File: src/rtl/i2c_seq_pkg.sv
package i2c_seq_pkg;

    typedef enum logic [1:0] {
        OP_START = 2'd0,
        OP_STOP  = 2'd1,
        OP_WRITE = 2'd2,
        OP_READ  = 2'd3
    } bus_op_e;

    typedef enum logic [1:0] {
        XF_PROBE = 2'd0,
        XF_WRITE = 2'd1,
        XF_READ  = 2'd2
    } xfer_kind_e;

    typedef enum logic [1:0] {
        RC_OK    = 2'd0,
        RC_NODEV = 2'd1,
        RC_ADDR  = 2'd2
    } res_code_e;

    typedef enum logic [3:0] {
        S_IDLE,
        S_START,
        S_CHIP_W,
        S_ADDR,
        S_TURN_STOP,
        S_TURN_START,
        S_CHIP_R,
        S_RD_BYTE,
        S_RD_PUSH,
        S_WR_FETCH,
        S_WR_BYTE,
        S_STOP,
        S_REPORT
    } seq_state_e;

    // Page bits above the used address length land in the low device bits.
    function automatic logic [6:0] fold_chip(input logic [6:0] chip,
                                             input logic [31:0] addr,
                                             input logic [2:0] alen,
                                             input logic [6:0] mask);
        return chip | (7'(addr >> {alen, 3'b000}) & mask);
    endfunction

endpackage

File: src/rtl/i2c_seq_addr_pick.sv
module i2c_seq_addr_pick #(
    parameter  int MAX_ALEN = 2,
    localparam int ADDR_W   = 8 * MAX_ALEN,
    localparam int ALEN_W   = $clog2(MAX_ALEN + 1)
) (
    input  logic [ADDR_W-1:0] addr,
    input  logic [ALEN_W-1:0] left,
    output logic [7:0]        byte_out
);
    logic [7:0] lanes [MAX_ALEN];

    for (genvar g = 0; g < MAX_ALEN; g++) begin : g_lane
        assign lanes[g] = addr[g*8 +: 8];
    end

    // 'left' counts bytes still to send, so the top byte goes first.
    always_comb begin
        byte_out = 8'h00;
        for (int i = 0; i < MAX_ALEN; i++) begin
            if (left == ALEN_W'(i + 1)) byte_out = lanes[i];
        end
    end
endmodule

File: src/rtl/i2c_seq_fsm.sv
module i2c_seq_fsm
    import i2c_seq_pkg::*;
#(
    parameter  int         MAX_ALEN = 2,
    parameter  int         MAX_LEN  = 16,
    parameter  logic [6:0] OVF_MASK = 7'h00,
    localparam int         ADDR_W   = 8 * MAX_ALEN,
    localparam int         ALEN_W   = $clog2(MAX_ALEN + 1),
    localparam int         LEN_W    = $clog2(MAX_LEN + 1)
) (
    input  logic              clk,
    input  logic              rst,
    input  logic              req_valid,
    input  logic [1:0]        req_kind,
    input  logic [6:0]        req_chip,
    input  logic [ADDR_W-1:0] req_addr,
    input  logic [ALEN_W-1:0] req_alen,
    input  logic [LEN_W-1:0]  req_len,
    input  logic              req_rstart,
    input  logic              eng_done,
    input  logic              eng_nack,
    input  logic [7:0]        eng_rdata,
    input  logic              wr_valid,
    input  logic [7:0]        wr_data,
    input  logic              rd_ready,
    output seq_state_e        state,
    output logic [6:0]        chip_q,
    output logic [ADDR_W-1:0] addr_q,
    output logic [ALEN_W-1:0] left_q,
    output logic              last_rd,
    output logic [7:0]        dbyte_q,
    output res_code_e         code_q,
    output logic [LEN_W-1:0]  fails_q
);
    xfer_kind_e        kind_q;
    logic [ALEN_W-1:0] alen_q;
    logic [LEN_W-1:0]  cnt_q;
    logic              rstart_q;
    seq_state_e        after_addr;

    assign last_rd = (cnt_q == LEN_W'(1));

    always_comb begin
        if (kind_q == XF_READ)
            after_addr = rstart_q ? S_TURN_START : S_TURN_STOP;
        else
            after_addr = (cnt_q == '0) ? S_STOP : S_WR_FETCH;
    end

    always_ff @(posedge clk) begin
        if (rst) begin
            state    <= S_IDLE;
            kind_q   <= XF_PROBE;
            chip_q   <= '0;
            addr_q   <= '0;
            alen_q   <= '0;
            left_q   <= '0;
            cnt_q    <= '0;
            rstart_q <= 1'b0;
            dbyte_q  <= '0;
            code_q   <= RC_OK;
            fails_q  <= '0;
        end else begin
            case (state)
                S_IDLE: if (req_valid) begin
                    kind_q   <= xfer_kind_e'(req_kind);
                    chip_q   <= fold_chip(req_chip, 32'(req_addr), 3'(req_alen), OVF_MASK);
                    addr_q   <= req_addr;
                    alen_q   <= req_alen;
                    left_q   <= req_alen;
                    cnt_q    <= req_len;
                    rstart_q <= req_rstart;
                    code_q   <= RC_OK;
                    fails_q  <= '0;
                    state    <= S_START;
                end
                S_START: if (eng_done)
                    state <= (kind_q == XF_READ && alen_q == '0) ? S_CHIP_R : S_CHIP_W;
                S_CHIP_W: if (eng_done) begin
                    if (eng_nack) begin
                        code_q <= RC_NODEV;
                        state  <= S_STOP;
                    end else if (kind_q == XF_PROBE) begin
                        state <= S_STOP;
                    end else if (left_q != '0) begin
                        state <= S_ADDR;
                    end else begin
                        state <= after_addr;
                    end
                end
                S_ADDR: if (eng_done) begin
                    if (eng_nack) begin
                        code_q <= RC_ADDR;
                        state  <= S_STOP;
                    end else begin
                        left_q <= left_q - ALEN_W'(1);
                        if (left_q == ALEN_W'(1)) state <= after_addr;
                    end
                end
                S_TURN_STOP:  if (eng_done) state <= S_TURN_START;
                S_TURN_START: if (eng_done) state <= S_CHIP_R;
                S_CHIP_R: if (eng_done) begin
                    if (eng_nack) begin
                        code_q <= RC_NODEV;
                        state  <= S_STOP;
                    end else begin
                        state <= (cnt_q == '0) ? S_STOP : S_RD_BYTE;
                    end
                end
                S_RD_BYTE: if (eng_done) begin
                    dbyte_q <= eng_rdata;
                    state   <= S_RD_PUSH;
                end
                S_RD_PUSH: if (rd_ready) begin
                    cnt_q <= cnt_q - LEN_W'(1);
                    state <= last_rd ? S_STOP : S_RD_BYTE;
                end
                S_WR_FETCH: if (wr_valid) begin
                    dbyte_q <= wr_data;
                    state   <= S_WR_BYTE;
                end
                S_WR_BYTE: if (eng_done) begin
                    if (eng_nack) fails_q <= fails_q + LEN_W'(1);
                    cnt_q <= cnt_q - LEN_W'(1);
                    state <= last_rd ? S_STOP : S_WR_FETCH;
                end
                S_STOP:   if (eng_done) state <= S_REPORT;
                S_REPORT: state <= S_IDLE;
                default:  state <= S_IDLE;
            endcase
        end
    end
endmodule

File: src/rtl/i2c_seq_cmd_enc.sv
module i2c_seq_cmd_enc
    import i2c_seq_pkg::*;
(
    input  seq_state_e  state,
    input  logic [6:0]  chip_q,
    input  logic [7:0]  addr_byte,
    input  logic [7:0]  dbyte_q,
    input  logic        last_rd,
    output logic        cmd_valid,
    output logic [1:0]  cmd_op,
    output logic [7:0]  cmd_byte,
    output logic        cmd_nack,
    output logic        req_ready,
    output logic        wr_ready,
    output logic        rd_valid,
    output logic        res_valid
);
    bus_op_e op;

    always_comb begin
        cmd_valid = 1'b1;
        op        = OP_WRITE;
        cmd_byte  = 8'h00;
        case (state)
            S_START, S_TURN_START: op = OP_START;
            S_STOP,  S_TURN_STOP:  op = OP_STOP;
            S_CHIP_W:  cmd_byte = {chip_q, 1'b0};
            S_CHIP_R:  cmd_byte = {chip_q, 1'b1};
            S_ADDR:    cmd_byte = addr_byte;
            S_WR_BYTE: cmd_byte = dbyte_q;
            S_RD_BYTE: op = OP_READ;
            default:   cmd_valid = 1'b0;
        endcase
    end

    assign cmd_op    = op;
    assign cmd_nack  = (state == S_RD_BYTE) && last_rd;
    assign req_ready = (state == S_IDLE);
    assign wr_ready  = (state == S_WR_FETCH);
    assign rd_valid  = (state == S_RD_PUSH);
    assign res_valid = (state == S_REPORT);
endmodule

File: src/rtl/i2c_eeprom_seq.sv
module i2c_eeprom_seq
    import i2c_seq_pkg::*;
#(
    parameter  int         MAX_ALEN = 2,
    parameter  int         MAX_LEN  = 16,
    parameter  logic [6:0] OVF_MASK = 7'h00,
    localparam int         ADDR_W   = 8 * MAX_ALEN,
    localparam int         ALEN_W   = $clog2(MAX_ALEN + 1),
    localparam int         LEN_W    = $clog2(MAX_LEN + 1)
) (
    input  logic              clk,
    input  logic              rst,
    input  logic              req_valid,
    output logic              req_ready,
    input  logic [1:0]        req_kind,
    input  logic [6:0]        req_chip,
    input  logic [ADDR_W-1:0] req_addr,
    input  logic [ALEN_W-1:0] req_alen,
    input  logic [LEN_W-1:0]  req_len,
    input  logic              req_rstart,
    input  logic              wr_valid,
    output logic              wr_ready,
    input  logic [7:0]        wr_data,
    output logic              rd_valid,
    input  logic              rd_ready,
    output logic [7:0]        rd_data,
    output logic              cmd_valid,
    output logic [1:0]        cmd_op,
    output logic [7:0]        cmd_byte,
    output logic              cmd_nack,
    input  logic              eng_done,
    input  logic              eng_nack,
    input  logic [7:0]        eng_rdata,
    output logic              res_valid,
    output logic [1:0]        res_code,
    output logic [LEN_W-1:0]  res_fails
);
    seq_state_e        state;
    logic [6:0]        chip_q;
    logic [ADDR_W-1:0] addr_q;
    logic [ALEN_W-1:0] left_q;
    logic              last_rd;
    logic [7:0]        dbyte_q;
    logic [7:0]        addr_byte;
    res_code_e         code_q;

    i2c_seq_fsm #(.MAX_ALEN(MAX_ALEN), .MAX_LEN(MAX_LEN), .OVF_MASK(OVF_MASK)) u_fsm (
        .clk, .rst, .req_valid, .req_kind, .req_chip, .req_addr, .req_alen,
        .req_len, .req_rstart, .eng_done, .eng_nack, .eng_rdata, .wr_valid,
        .wr_data, .rd_ready, .state, .chip_q, .addr_q, .left_q, .last_rd,
        .dbyte_q, .code_q, .fails_q(res_fails)
    );

    i2c_seq_addr_pick #(.MAX_ALEN(MAX_ALEN)) u_pick (
        .addr(addr_q), .left(left_q), .byte_out(addr_byte)
    );

    i2c_seq_cmd_enc u_enc (
        .state, .chip_q, .addr_byte, .dbyte_q, .last_rd, .cmd_valid, .cmd_op,
        .cmd_byte, .cmd_nack, .req_ready, .wr_ready, .rd_valid, .res_valid
    );

    assign rd_data  = dbyte_q;
    assign res_code = code_q;
endmodule

File: config.mk
export PLATFORM = sky130hd
export DESIGN_NAME = i2c_eeprom_seq
export DESIGN_NICKNAME = d
export VERILOG_FILES = /design/src/rtl/i2c_seq_pkg.sv /design/src/rtl/i2c_seq_addr_pick.sv /design/src/rtl/i2c_seq_fsm.sv /design/src/rtl/i2c_seq_cmd_enc.sv /design/src/rtl/i2c_eeprom_seq.sv
export SDC_FILE = /design/constraint.sdc
export NUM_CORES = 1
export LEC_CHECK = 0
export BUFFER_PORTS_ARGS = -buffer_cell sky130_fd_sc_hd__buf_2
export CORE_MARGIN = 2
export CORE_UTILIZATION = 50
export CTS_BUF_LIST = sky130_fd_sc_hd__clkbuf_8 sky130_fd_sc_hd__clkbuf_16
export DETAILED_ROUTE_END_ITERATION = 12
export GPL_ROUTABILITY_DRIVEN = 0
export GPL_TIMING_DRIVEN = 0
export PLACE_DENSITY_LB_ADDON = 0.2
export SETUP_SLACK_MARGIN = 0.02
export SYNTH_ARGS = -nofsm -noshare
export SYNTH_HDL_FRONTEND = slang
export SYNTH_SLANG_ARGS = --single-unit
File: constraint.sdc
create_clock -name clk -period 2.6 [get_ports clk]
set_input_delay 0.52 -clock clk [delete_from_list [all_inputs] [get_ports clk]]
set_output_delay 0.52 -clock clk [all_outputs]
set_load 0.005 [all_outputs]
# Word-level counts from Yosys, hierarchy flattened
# Cells that the tools add are included.
# totals
inputBits	56
regBits	54
out_inout_bits	31
word_cells	123
# op_classes
addsub	3
n_eq_ne	34
mux	52
reduce_logical	23
# ops
op	n
4-bit two-way mux	21
4-bit one-hot mux with 12 select lines	1
8-bit two-way mux	4
8-bit one-hot mux with 4 select lines	1
5-bit two-way mux	6
2-bit inequality test (second input constant)	14
4-bit equality test (second input constant)	5
2-bit two-way mux	10
4-bit by 3-bit equality test with 1-bit output (second input constant)	4
8-bit one-hot mux with 2 select lines	1
5-bit one-hot mux with 3 select lines	1
13-bit AND reduction	1
2-bit one-hot mux with 3 select lines	2
4-bit AND reduction	3
5-bit one-hot mux with 2 select lines	1
9-bit OR reduction	1
4-bit by 2-bit equality test with 1-bit output (second input constant)	2
2-bit nonzero test	4
2-bit by 1-bit inequality test with 1-bit output (second input constant)	3
6-bit AND reduction	1
3-bit nonzero test	2
2-bit OR reduction	3
5-bit by 1-bit adder with 5-bit output (second input constant)	1
5-bit by 1-bit equality test with 1-bit output (second input constant)	1
15 further kinds	19

# Longest topological paths before layout
# Gate-level depths: netlist (run 1).
# logic_depth
ltp_word	8
ltp_mapped	8
ltp_nobuf	7

# Hierarchy
# Synthesis (run 1) repeated with hierarchy kept, for this count alone.
# hier_totals
hier_cells	384
area_unflattened_um2	3158.0
# modules_own_cells
mod	n_inst	cells_per_inst	seq_area_each_um2	area_per_inst_um2
i2c_seq_fsm	1	330	1081.0	2705.1
i2c_seq_cmd_enc	1	42	0.0	354.1
i2c_seq_addr_pick	1	12	0.0	98.8

# Worst setup path after synthesis (run 1)
# Ideal clock, no wire load.
# synth_timing
path_kind	register to output
startpoint	reg u_fsm.left_q[1]
endpoint	out cmd_byte[0]
path_stages_with_launch	9
t_arrival_ps	1295
path_buffers	1
slack_ps	785
required_time_ps	2080
cell_sequence	dfxtp_1 > inv_1 > ha_1 > clkbuf_1 > nand2_1 > o21ai_0 > a31oi_1 > o22a_1 > nor2_1
# synth_between
elab_chain_cells	4
word_cells_on_any_way	5
cone_classes	2 x eq/ne; 3 x mux
# synth_lines
element	line	rtl
start, declared	i2c_seq_fsm.sv:29	output logic [ALEN_W-1:0] left_q,
start signal, assigned	i2c_seq_fsm.sv:70	left_q <= req_alen;
start signal, assigned	i2c_seq_fsm.sv:96	left_q <= left_q - ALEN_W'(1);
2-bit by 1-bit equality test with 1-bit output	i2c_seq_addr_pick.sv:20	if (left == ALEN_W'(i + 1)) byte_out = lanes[i];
8-bit two-way mux	i2c_seq_addr_pick.sv:20	
8-bit two-way mux (*)	i2c_seq_addr_pick.sv:20	
8-bit one-hot mux with 4 select lines (*)	i2c_seq_cmd_enc.sv:24	case (state)
end, declared	i2c_eeprom_seq.sv:29	output logic [7:0] cmd_byte,
# Mark *: on every way between the ends. The rest lies on a longest branch, timed or not.

# Final worst setup path (run 1)
# Same ends and word-level chain as after synthesis.

==> flow_summary.toml, run 1 <==
[outcome]
status = "complete, no violations"

[timing]
rsz0062_at_grt = "no"
fin_crit_ns = 2.36
maxSlewViolCount = 0
max_freq_mhz = 424
skew_ns = 0.00393
setup_tns_ns = 0
max_slew_margin_pct = 60.2
tightest_slew_ns = 0.596
min_period_over_period_pct = 90.6
setup_viol = 0
hold_violations = 0
fin_ws_ns = 0.244

[power]
p_leak_nw = 1.53
power_density_nw_per_um2 = 901
ir_worst_vdd_mv = 0.513

[clocking]
cts.htree.levels = 2
cts.reportedPaths.clkPinSlew_ns = 0.10
max-clock-path-buffers = 2
cts.sinks = 54
cts_buffers = 5
worstSkewPairLatency_ns = 0.31
ctsHoldBuffers = 0
cts_tree = "built"
cts_root_buffer = "clkbuf_8"

[grt]
track_usage_pct = 26.3
grt_max_degree = 19
grt_pass1_vias = 2935
grt_pass1_wl_um = 13600
antenna_found_initial = 0
grt_overflow = 0

[detailed_routing]
avgViaCountPerCell = 5.59
vias = 3167
drc_errors = 0
firstDrtPassIters = 5
drt_iter0_drc = 199
wirelength_um = 8340
ant_nets = 0
wl_per_cell_um = 14.7

[die]
rows = 28
dieArea_um2 = 6810
core_um2 = 5960
io_pins = 87
start_util_pct = 51.7
die_width_um = 82.5
die_h_um = 82.5

[worst_hold_path]
min_path_cells = 3
min_to = "u_fsm.addr_q[3]"
hp-class = "input port to flip-flop"
worstHoldStart = "req_addr[3]"

[critical_path]
cp_data_required_time_ns = 2.08
r2r_slack_ns = 0.68
cp-start-kind = "flip-flop"
cp_cell_sequence = "inv_1 > ha_2 > nand2_1 > o21ai_0 > a31oi_1 > o22a_1 > nor2_1 > buf_2"
crit_slowest_cell = "dfxtp_1"
worstSetupPathType = "flip-flop to output port"
rr_endpoint = "u_fsm.state[1]"
cp_max_fo = 9
rr_worst_depth = 6
slowest_delay_ns = 0.34
arrival_ns = 1.84
critPathBufInv = 2
r2r_start = "u_fsm.state[2]"
crit_family = "compound AO/OA/AOI/OAI gates"
endpoint_kind = "output port"

[cells_and_area]
antenna_cells = 0
finalNetCount = 554
n_fill_cell = 562
drive_above_1_share_pct = 25.0
area_delta_synth_final_pct = 20.2

[synth]
synthArstFlopShare_pct = 0
synth_top_cell_by_area = "dfxtp_1"
synth_seq_cells = 54
yosys.cell_types.count = 58
syn_inst = 403
syn_area_per_cell_um2 = 7.65
synth_ff_type = "dfxtp_1"
yosysWarnings = 0
synth_edf_count = 0
seq_area_frac_synth_pct = 35.1
yosysTopAreaCellShare_pct = 35.1
synth_fp_nets = 466
synth.most_common_cell = "nand2_1"
netlist_area_um2 = 3080
synthTopCellsByArea = "dfxtp_1 35%, nand2_1 10%, a21oi_1 7.8%, mux2i_1 4.5%, nor2_1 4.3%"
synth_common_cells = "85 x nand2_1, 54 x dfxtp_1, 48 x a21oi_1"

[placed_design]
place_ws_ns = 0.366
io_buffers = 83
dp_hpwl_um = 6550

[run]
cap_violations = 0
-- worst max-delay path by stage --
stage | start | cells after the start | end
2_1_floorplan | u_fsm.left_q[1] | 8 | cmd_byte[0]
3_3_place_gp | u_fsm.left_q[1] | 9 | cmd_byte[0]
3_5_place_dp | u_fsm.left_q[1] | 9 | cmd_byte[0]
4_1_cts | u_fsm.state[3] | 8 | cmd_byte[0]
5_1_grt | u_fsm.left_q[0] | 7 | cmd_byte[6]
6_report | u_fsm.left_q[1] | 8 | cmd_byte[0]
-- layer usage --
metal	share of wire, %	vias to the layer above	GRT usage [%]
li1	-	1589	-
met4	1.6	0	8.52
met3	6.4	13	4.24
met2	50	123	45.8
met1	42	1442	33.1
met5	0	-	0
-- final cells by class --
cell class / count / area [µm²] / share of cell area, %
Buffer: 31 / 168 / 4.53
Clock buffer: 5 / 68.8 / 1.86
Clock inverter: 3 / 47.5 / 1.28
Inverter: 9 / 33.8 / 0.912
Multi-Input combinational cell: 307 / 1800 / 48.5
Sequential cell: 54 / 1080 / 29.2
Tap cell: 75 / 93.8 / 2.53
Timing Repair Buffer: 83 / 415 / 11.2
-- repair_timing --
item / in CTS / in global routing
hold endpoints to repair: 0 / 0
cloned: 0 / 0
setup buffers: 0 / 0
endpoints found under the setup margin: 1 / 7
gates resized for setup: 0 / 3
-- power breakdown --
part	internal [mW]	switching, mW	total (mW)
combinational	0.642	0.965	1.61
clock	0.294	0.295	0.590
sequential	0.996	0.143	1.14
total	1.93	1.40	3.34
-- cell usage in the layout (no fill, tap or decap), drive strengths merged, types with 2 or more instances in the layout --
cell type,Yosys,final
a211oi,10,10
buf,17,100
or3b,2,2
xor2,3,3
o32ai,2,2
a31oi,2,2
a2111oi,3,3
nor3b,3,3
nand4,6,6
o22ai,8,8
nand2b,5,5
mux2i,14,14
nor2b,4,4
dfxtp,54,54
o31ai,4,4
a21oi,49,49
o21ai,12,12
nor3,11,11
inv,9,11
ha,7,7
nor2,36,36
nand2,85,85
a22oi,7,7
clkbuf,16,19
nand3,7,7
and3,2,2
a21o,4,4
-- worst reg2reg max path: cells and delay by family (launching register included) --
kind                   cells  cell delay (ns)
AO/OA/AOI/OAI              2             0.45
buffers and inverters      2             0.67
flip-flops                 1             0.46
multiplexers               1             0.12
AND/OR/NAND/NOR            1             0.10
-- through the flow --
step                instance area [µm²]  power, mW  hold slack [ns]  cells  util [%]
CTS                                3700       3.33            0.418    568      62.2
global placement                   3590       2.71            0.442    561      60.3
global route                       3700       3.58            0.424    567      62.2
finish                             3700       3.34            0.429    567      62.2
floorplan                          3080       2.30            0.433    403         -
detailed placement                 3590       2.75            0.449    561      60.3
-- flip-flops by register name (all words and copies together), names as in the netlist --
signal,flops
u_fsm.cnt_q,5
u_fsm.addr_q,16
u_fsm.kind_q,2
u_fsm.dbyte_q,8
u_fsm.fails_q,5
u_fsm.chip_q,7
u_fsm.state,4
u_fsm.alen_q,2
u_fsm.left_q,2
u_fsm.code_q,2
u_fsm.rstart_q,1
-- cells by family after synthesis --
kind of cell / count (synthesis) / synth area share, %
XOR/XNOR: 4 / 1.14
AND/OR/NAND/NOR: 170 / 25.5
flip-flops: 54 / 35.1
AO/OA/AOI/OAI: 111 / 23.8
adder cells (fa/ha/maj): 7 / 2.84
buffers and inverters: 42 / 6.74
multiplexers: 15 / 4.91
No activity file was read; power rests on OpenSTA's default activity.
==> run 2: changes to the inputs <==
Settings changed: ABC_AREA set to 1.
==> run 2 against run 1 <==
Clock skew grew 0.0049 ns. Sequential cell count unchanged. Sequential share of layout area increased by 0.27 points. Largest cell class unchanged. Global-route usage shrank 0.39 points. Via count is 3.7% higher. Fmax shrank 2.2%. Critical path depth down 2. Die area is 0.88% lower. Area after synthesis is 0.93% lower.
==> flow_summary.toml, run 2 <==
[outcome]
status = "complete, no violations"

[critical_path]
slowest_delay_ns = 0.59
cp_cell_sequence = "nand2_2 > inv_2 > nand2_1 > buf_2 > o221ai_1 > buf_2"
crit_start = "u_fsm.state[1]"
r2r_slack_ns = 0.85
crit_family = "flip-flops"
rr_worst_depth = 9
cp_max_fo = 10
r2r_start = "u_fsm.state[2]"
cp-start-kind = "flip-flop"
cp_data_required_time_ns = 2.08
rr_endpoint = "u_fsm.cnt_q[1]"
cpMostUsedCell = "buf_2"
arrival_ns = 1.89
crit_slowest_cell = "dfxtp_1"
critPathBufInv = 3
endpoint_kind = "output port"
worst-path-stages = 6
worstSetupPathType = "flip-flop to output port"
crit_end = "cmd_byte[5]"

[grt]
track_usage_pct = 25.9
grt_overflow = 0
grt_pass1_vias = 2943
grt_pass1_wl_um = 13500
grt_max_degree = 20
antenna_found_initial = 0

[cells_and_area]
multi_input_area_um2 = 1690
drive_above_1_share_pct = 25.4
mostFrequentLayoutCells = "91 x buf_2, 87 x nand2_1, 54 x dfxtp_1, 45 x nor2_1, 42 x inv_1"
antenna_cells = 0
n_fill_cell = 557
layout.cells.most_common = "buf_2"
final_util_pct = 62.0
regMostFlops = "u_fsm.addr_q"
largest_reg_flops = 16
final-seq-area_um2 = 1080
area_delta_synth_final_pct = 20.2
reg_top3 = "u_fsm.addr_q x16, u_fsm.dbyte_q x8, u_fsm.chip_q x7"
finalNetCount = 597

[detailed_routing]
drt_iter0_drc = 177
drc_errors = 0
wl_per_cell_um = 13.2
avgViaCountPerCell = 5.38
firstDrtPassIters = 6
wirelength_um = 8030
ant_nets = 0
vias = 3283

[clocking]
cts_buffers = 5
cts.sinks = 54
cts_resized = 1
worstSkewPairLatency_ns = 0.31
ctsHoldBuffers = 0
cts.reportedPaths.clkPinSlew_ns = 0.11
cts_tree = "built"
post_cts_buffers = 0
cts_root_buffer = "clkbuf_8"
max-clock-path-buffers = 2
cts.htree.levels = 2

[synth]
synth.most_common_cell = "nand2_1"
syn_inst = 443
yosysWarnings = 0
synth_fp_nets = 506
synth_common_cells = "87 x nand2_1, 54 x dfxtp_1, 45 x nor2_1"
netlist_area_um2 = 3050
yosys.cell_types.count = 36
yosysTopAreaCellShare_pct = 35.4
synth_seq_cells = 54
synthArstFlopShare_pct = 0
synthTopCellsByArea = "dfxtp_1 35%, nand2_1 11%, a21oi_1 6.7%, o21ai_0 6.7%, nor2_1 5.5%"
synth_edf_count = 0
synth_ff_type = "dfxtp_1"
syn_area_per_cell_um2 = 6.89
seq_area_frac_synth_pct = 35.4
synth_top_cell_by_area = "dfxtp_1"

[run]
cap_violations = 0

[die]
dieArea_um2 = 6750
core_um2 = 5920
start_util_pct = 51.6
io_pins = 87
rows = 28
die_h_um = 82.1
die_width_um = 82.1

[timing]
fin_crit_ns = 2.41
max_slew_margin_pct = 68.6
tightest_slew_ns = 0.472
setup_viol = 0
min_period_over_period_pct = 92.6
fin_ws_ns = 0.192
max_freq_mhz = 415
whs_ns = 0.420
maxSlewViolCount = 0
rsz0062_at_grt = "no"
hold_violations = 0
setup_tns_ns = 0
skew_ns = 0.00884

[power]
combPwrFrac_pct = 48.6
ir_worst_vdd_mv = 0.404
power_density_nw_per_um2 = 913
clkPwrFrac_pct = 15.3
p_leak_nw = 1.79
p_switching_mw = 1.52
power.internal_mw = 1.84
swShare_pct = 45.3
p_seq_share_pct = 36.1

[placed_design]
io_buffers = 85
dp_hpwl_um = 6180
place_ws_ns = 0.388

[worst_hold_path]
hp-class = "input port to flip-flop"
==> run 2: changes by cell type after synthesis, sizes merged, moves of 8 or more <==
| cell | before | now |
|---|---|---|
| inv | 9 | 51 |
| o21ai | 12 | 47 |
| nand3 | 7 | 31 |
| nor2 | 36 | 54 |
| mux2i | 14 | 0 |
| nand2 | 85 | 98 |
| a211oi | 10 | 1 |
| buf | 17 | 8 |
| a21oi | 49 | 41 |
| o211a | 0 | 8 |
==> run 2: worst min-delay path by stage <==
stage / cells past startpoint / from / end / slack, ns
6_report: 3 / req_addr[15] / u_fsm.addr_q[15] / 0.42
5_1_grt: 3 / req_addr[12] / u_fsm.addr_q[12] / 0.41
4_1_cts: 3 / req_addr[15] / u_fsm.addr_q[15] / 0.41
3_5_place_dp: 2 / u_fsm.addr_q[2] / u_fsm.addr_q[2] / 0.45
3_3_place_gp: 2 / u_fsm.chip_q[3] / u_fsm.chip_q[3] / 0.44
2_1_floorplan: 2 / u_fsm.chip_q[1] / u_fsm.chip_q[1] / 0.43
==> run 2: cell type report <==
type                    instances  area share [%]
multi-input cells             320            46.0
flip-flops and latches         54            29.5
repair buffers                 85            11.6
inverters                      52            5.46
well taps                      75            2.56
plain buffers                  16            2.25
clock buffers                   5            1.88
clock inverters                 3           0.784
==> run 2: per-layer routing <==
metal | up-vias | part of all wire (%) | track usage, %
met1 | 1491 | 45 | 34.0
met5 | - | 0 | 0
li1 | 1648 | - | -
met2 | 134 | 48 | 43.6
met4 | 0 | 0.85 | 6.33
met3 | 10 | 6.5 | 5.33
==> run 2: cells by family (layout without fill, tap and decap cells) <==
logic type / count (synthesis) / count (layout) / share of synthesized area (%)
XOR/XNOR: 4 / 4 / 1.15
flip-flops: 54 / 54 / 35.4
adder cells (fa/ha/maj): 7 / 7 / 2.87
AO/OA/AOI/OAI: 109 / 109 / 20.7
buffers and inverters: 69 / 161 / 9.26
AND/OR/NAND/NOR: 200 / 200 / 30.7
==> run 2: power by group through the flow <==
| stage | Sequential [mW] | Clock [mW] | Combinational [mW] |
|---|---|---|---|
| after floorplan | 1.20 | 0 | 1.20 |
| after global placement | 1.22 | 0 | 1.57 |
| after detailed placement | 1.23 | 0 | 1.60 |
| after CTS | 1.21 | 0.528 | 1.61 |
| after global routing | 1.24 | 0.569 | 1.85 |
| final | 1.21 | 0.514 | 1.63 |
==> run 2: metrics by stage <==
stage | cell area (µm²) | power (mW) | instances
after detailed placement | 3570 | 2.83 | 603
after floorplan | 3050 | 2.40 | 443
after CTS | 3670 | 3.35 | 611
after global placement | 3570 | 2.80 | 603
final | 3670 | 3.35 | 610
after global routing | 3670 | 3.66 | 610
==> run 2: worst register-to-register path, cell delays in order (launching register included) <==
cell and delay, ns:
dfxtp_1 0.32, buf_4 0.17, nor2_1 0.15, nand2_1 0.23
nand2_1 0.14, nand2_1 0.07, nor2_2 0.26, inv_2 0.11
o21ai_0 0.16, a21oi_1 0.06
==> run 3: changes to the inputs <==
--- a/config.mk
+++ b/config.mk
@@ -8,6 +8,7 @@
 export ABC_AREA = 1
 export BUFFER_PORTS_ARGS = -buffer_cell sky130_fd_sc_hd__buf_2
+export CORE_ASPECT_RATIO = 0.75
 export CORE_MARGIN = 2
-export CORE_UTILIZATION = 50
+export CORE_UTILIZATION = 47
 export CTS_BUF_LIST = sky130_fd_sc_hd__clkbuf_8 sky130_fd_sc_hd__clkbuf_16
 export DETAILED_ROUTE_END_ITERATION = 12
==> constraint.sdc (replaced) <==
create_clock -name clk -period 2 [get_ports clk]
set_input_delay 0.1 -clock clk [delete_from_list [all_inputs] [get_ports clk]]
set_output_delay 0.1 -clock clk [all_outputs]
set_load 0.005 [all_outputs]
==> run 3 against run 2 <==
Final area is 0.48% higher. Setup slack got worse by 0.061 ns. Combinational power up 37%. Sequential power rose by 31%. Via count grew 0.91%. Largest power group unchanged.
==> flow_summary.toml, run 3 (same netlist as run 2, synthesis figures left out) <==
[critical_path]
rr_endpoint = "u_fsm.cnt_q[1]"
cp_max_fo = 8
rr_worst_depth = 9
arrival_ns = 1.77
cpMostUsedCell = "inv_1"
endpoint_kind = "output port"
cp_cell_sequence = "inv_1 > ha_1 > inv_1 > nor3_1 > a21oi_1 > o221ai_1 > buf_2"
slowest_delay_ns = 0.34
crit_slowest_cell = "dfxtp_1"
cp_data_required_time_ns = 1.90
r2r_start = "u_fsm.state[2]"
cp-start-kind = "flip-flop"
r2r_slack_ns = 0.26
worstSetupPathType = "flip-flop to output port"

[detailed_routing]
drt_iter0_drc = 251
firstDrtPassIters = 5
drc_errors = 0
wirelength_um = 8830
ant_nets = 0
wl_per_cell_um = 14.3
vias = 3313
avgViaCountPerCell = 5.38

[cells_and_area]
mostFrequentLayoutCells = "91 x buf_2, 86 x nand2_1, 51 x dfxtp_1, 45 x nor2_1, 42 x inv_1"
largest_reg_flops = 16
antenna_cells = 0
regMostFlops = "u_fsm.addr_q"
finalNetCount = 597
area_delta_synth_final_pct = 20.8
reg_top3 = "u_fsm.addr_q x16, u_fsm.dbyte_q x8, u_fsm.chip_q x7"
drive_above_1_share_pct = 26.5
finalNonFillerCells = 616
layout.cells.most_common = "buf_2"

[placed_design]
place_ws_ns = 0.120
dpl.cell_count = 609
io_buffers = 85
dp_hpwl_um = 6810

[grt]
track_usage_pct = 24.7
grt_pass1_wl_um = 14200
grt.met1_usage_pct = 36.0
grt_overflow = 0
grt_pass1_vias = 2971
grt_max_degree = 18
antenna_found_initial = 0
globalRoute.busiestLayer = "met2"
met3_usage_pct = 5.04
met2_usage_pct = 37.5

[die]
rows = 25
dieArea_um2 = 7160
die_h_um = 73.8
die_width_um = 97.1
core_um2 = 6290
io_pins = 87
start_util_pct = 48.6

[timing]
maxSlewViolCount = 0
min_period_over_period_pct = 93.5
hold_violations = 0
max_slew_margin_pct = 65.3
skew_ns = 0.00739
tightest_slew_ns = 0.521
rsz0062_at_grt = "no"
setup_viol = 0
max_freq_mhz = 535
setup_tns_ns = 0
fin_ws_ns = 0.131
fin_crit_ns = 1.87

[clocking]
cts_root_buffer = "clkbuf_8"
max-clock-path-buffers = 2
cts.sinks = 54
cts_buffers = 5
ctsHoldBuffers = 0
worstSkewPairLatency_ns = 0.30
cts.reportedPaths.clkPinSlew_ns = 0.10
cts.htree.levels = 2
cts_tree = "built"

[worst_hold_path]
min_path_cells = 3
min_to = "u_fsm.addr_q[15]"
hp-class = "input port to flip-flop"
worstHoldStart = "req_addr[15]"

[outcome]
status = "complete, no violations"

[power]
fin_total_pwr_mw = 4.43
ir_worst_vdd_mv = 0.431
p_leak_nw = 1.79
power_density_nw_per_um2 = 1200

[run]
cap_violations = 0
## run 3: changes by cell type in the layout (fill, tap and decap cells not counted), sizes merged
cell / previous run / this run
inv: 53 / 52
clkbuf: 12 / 13
clkinv: 2 / 3
buf: 94 / 93
## run 3: how the worst max path moves through the flow
stage                    start               end  slack, ns  cells past startpoint
3_5_place_dp   u_fsm.left_q[0]       cmd_byte[7]       0.12                      8
4_1_cts         u_fsm.state[1]       cmd_byte[7]       0.03                      6
3_3_place_gp   u_fsm.left_q[0]       cmd_byte[0]       0.16                      8
5_1_grt        u_fsm.left_q[0]       cmd_byte[0]       0.03                      7
6_report       u_fsm.left_q[1]       cmd_byte[5]       0.13                      7
2_1_floorplan   u_fsm.state[0]  u_fsm.dbyte_q[5]       0.54                      9
## run 3: metrics by stage
step,cell area [µm²],util (%),hold WS (ns)
2_1_floorplan,3050,-,0.235
3_3_place_gp,3580,56.9,0.335
3_5_place_dp,3580,56.9,0.346
4_1_cts,3680,58.5,0.0228
5_1_grt,3690,58.6,0.0296
6_report,3690,58.6,0.0230
## run 3: report_power, final
group	internal, mW	total, mW	switching, mW
logic	0.746	2.23	1.48
registers	1.40	1.58	0.185
clock network	0.248	0.624	0.376
total	2.39	4.43	2.04
## run 3: routing by layer
layer  share of wire, %  up-vias  wire, µm
met5                  0        -         0
met4                1.4        0       120
met3                7.6       12       668
met2                 42      133      3690
met1                 49     1515      4350
li1                   -     1653         -
## run 3: timing repair
| item | 4_1_cts | 5_1_grt |
|---|---|---|
| setup endpoints to repair | 8 | 8 |
| cloned | 0 | 0 |
| buffers inserted | 0 | 0 |
| gates resized for setup | 4 | 5 |
| hold endpoints to repair | 0 | 0 |
## run 3: final cells by class
| class | instances | area, µm² |
|---|---|---|
| plain buffers | 16 | 88.8 |
| clock buffers | 5 | 68.8 |
| clock inverters | 3 | 18.8 |
| fillers | 647 | 2600 |
| inverters | 52 | 200 |
| multi-input cells | 320 | 1700 |
| flip-flops and latches | 54 | 1080 |
| well taps | 81 | 101 |
| repair buffers | 85 | 425 |
## run 3: worst max-delay path, delay by kind of cell, from the launching register on
kind                     cells  cell delay [ns]
AO/OA/AOI/OAI                2             0.27
adder cells (fa/ha/maj)      1             0.18
buffers and inverters        3             0.39
AND/OR/NAND/NOR              1             0.30
flip-flops                   1             0.34
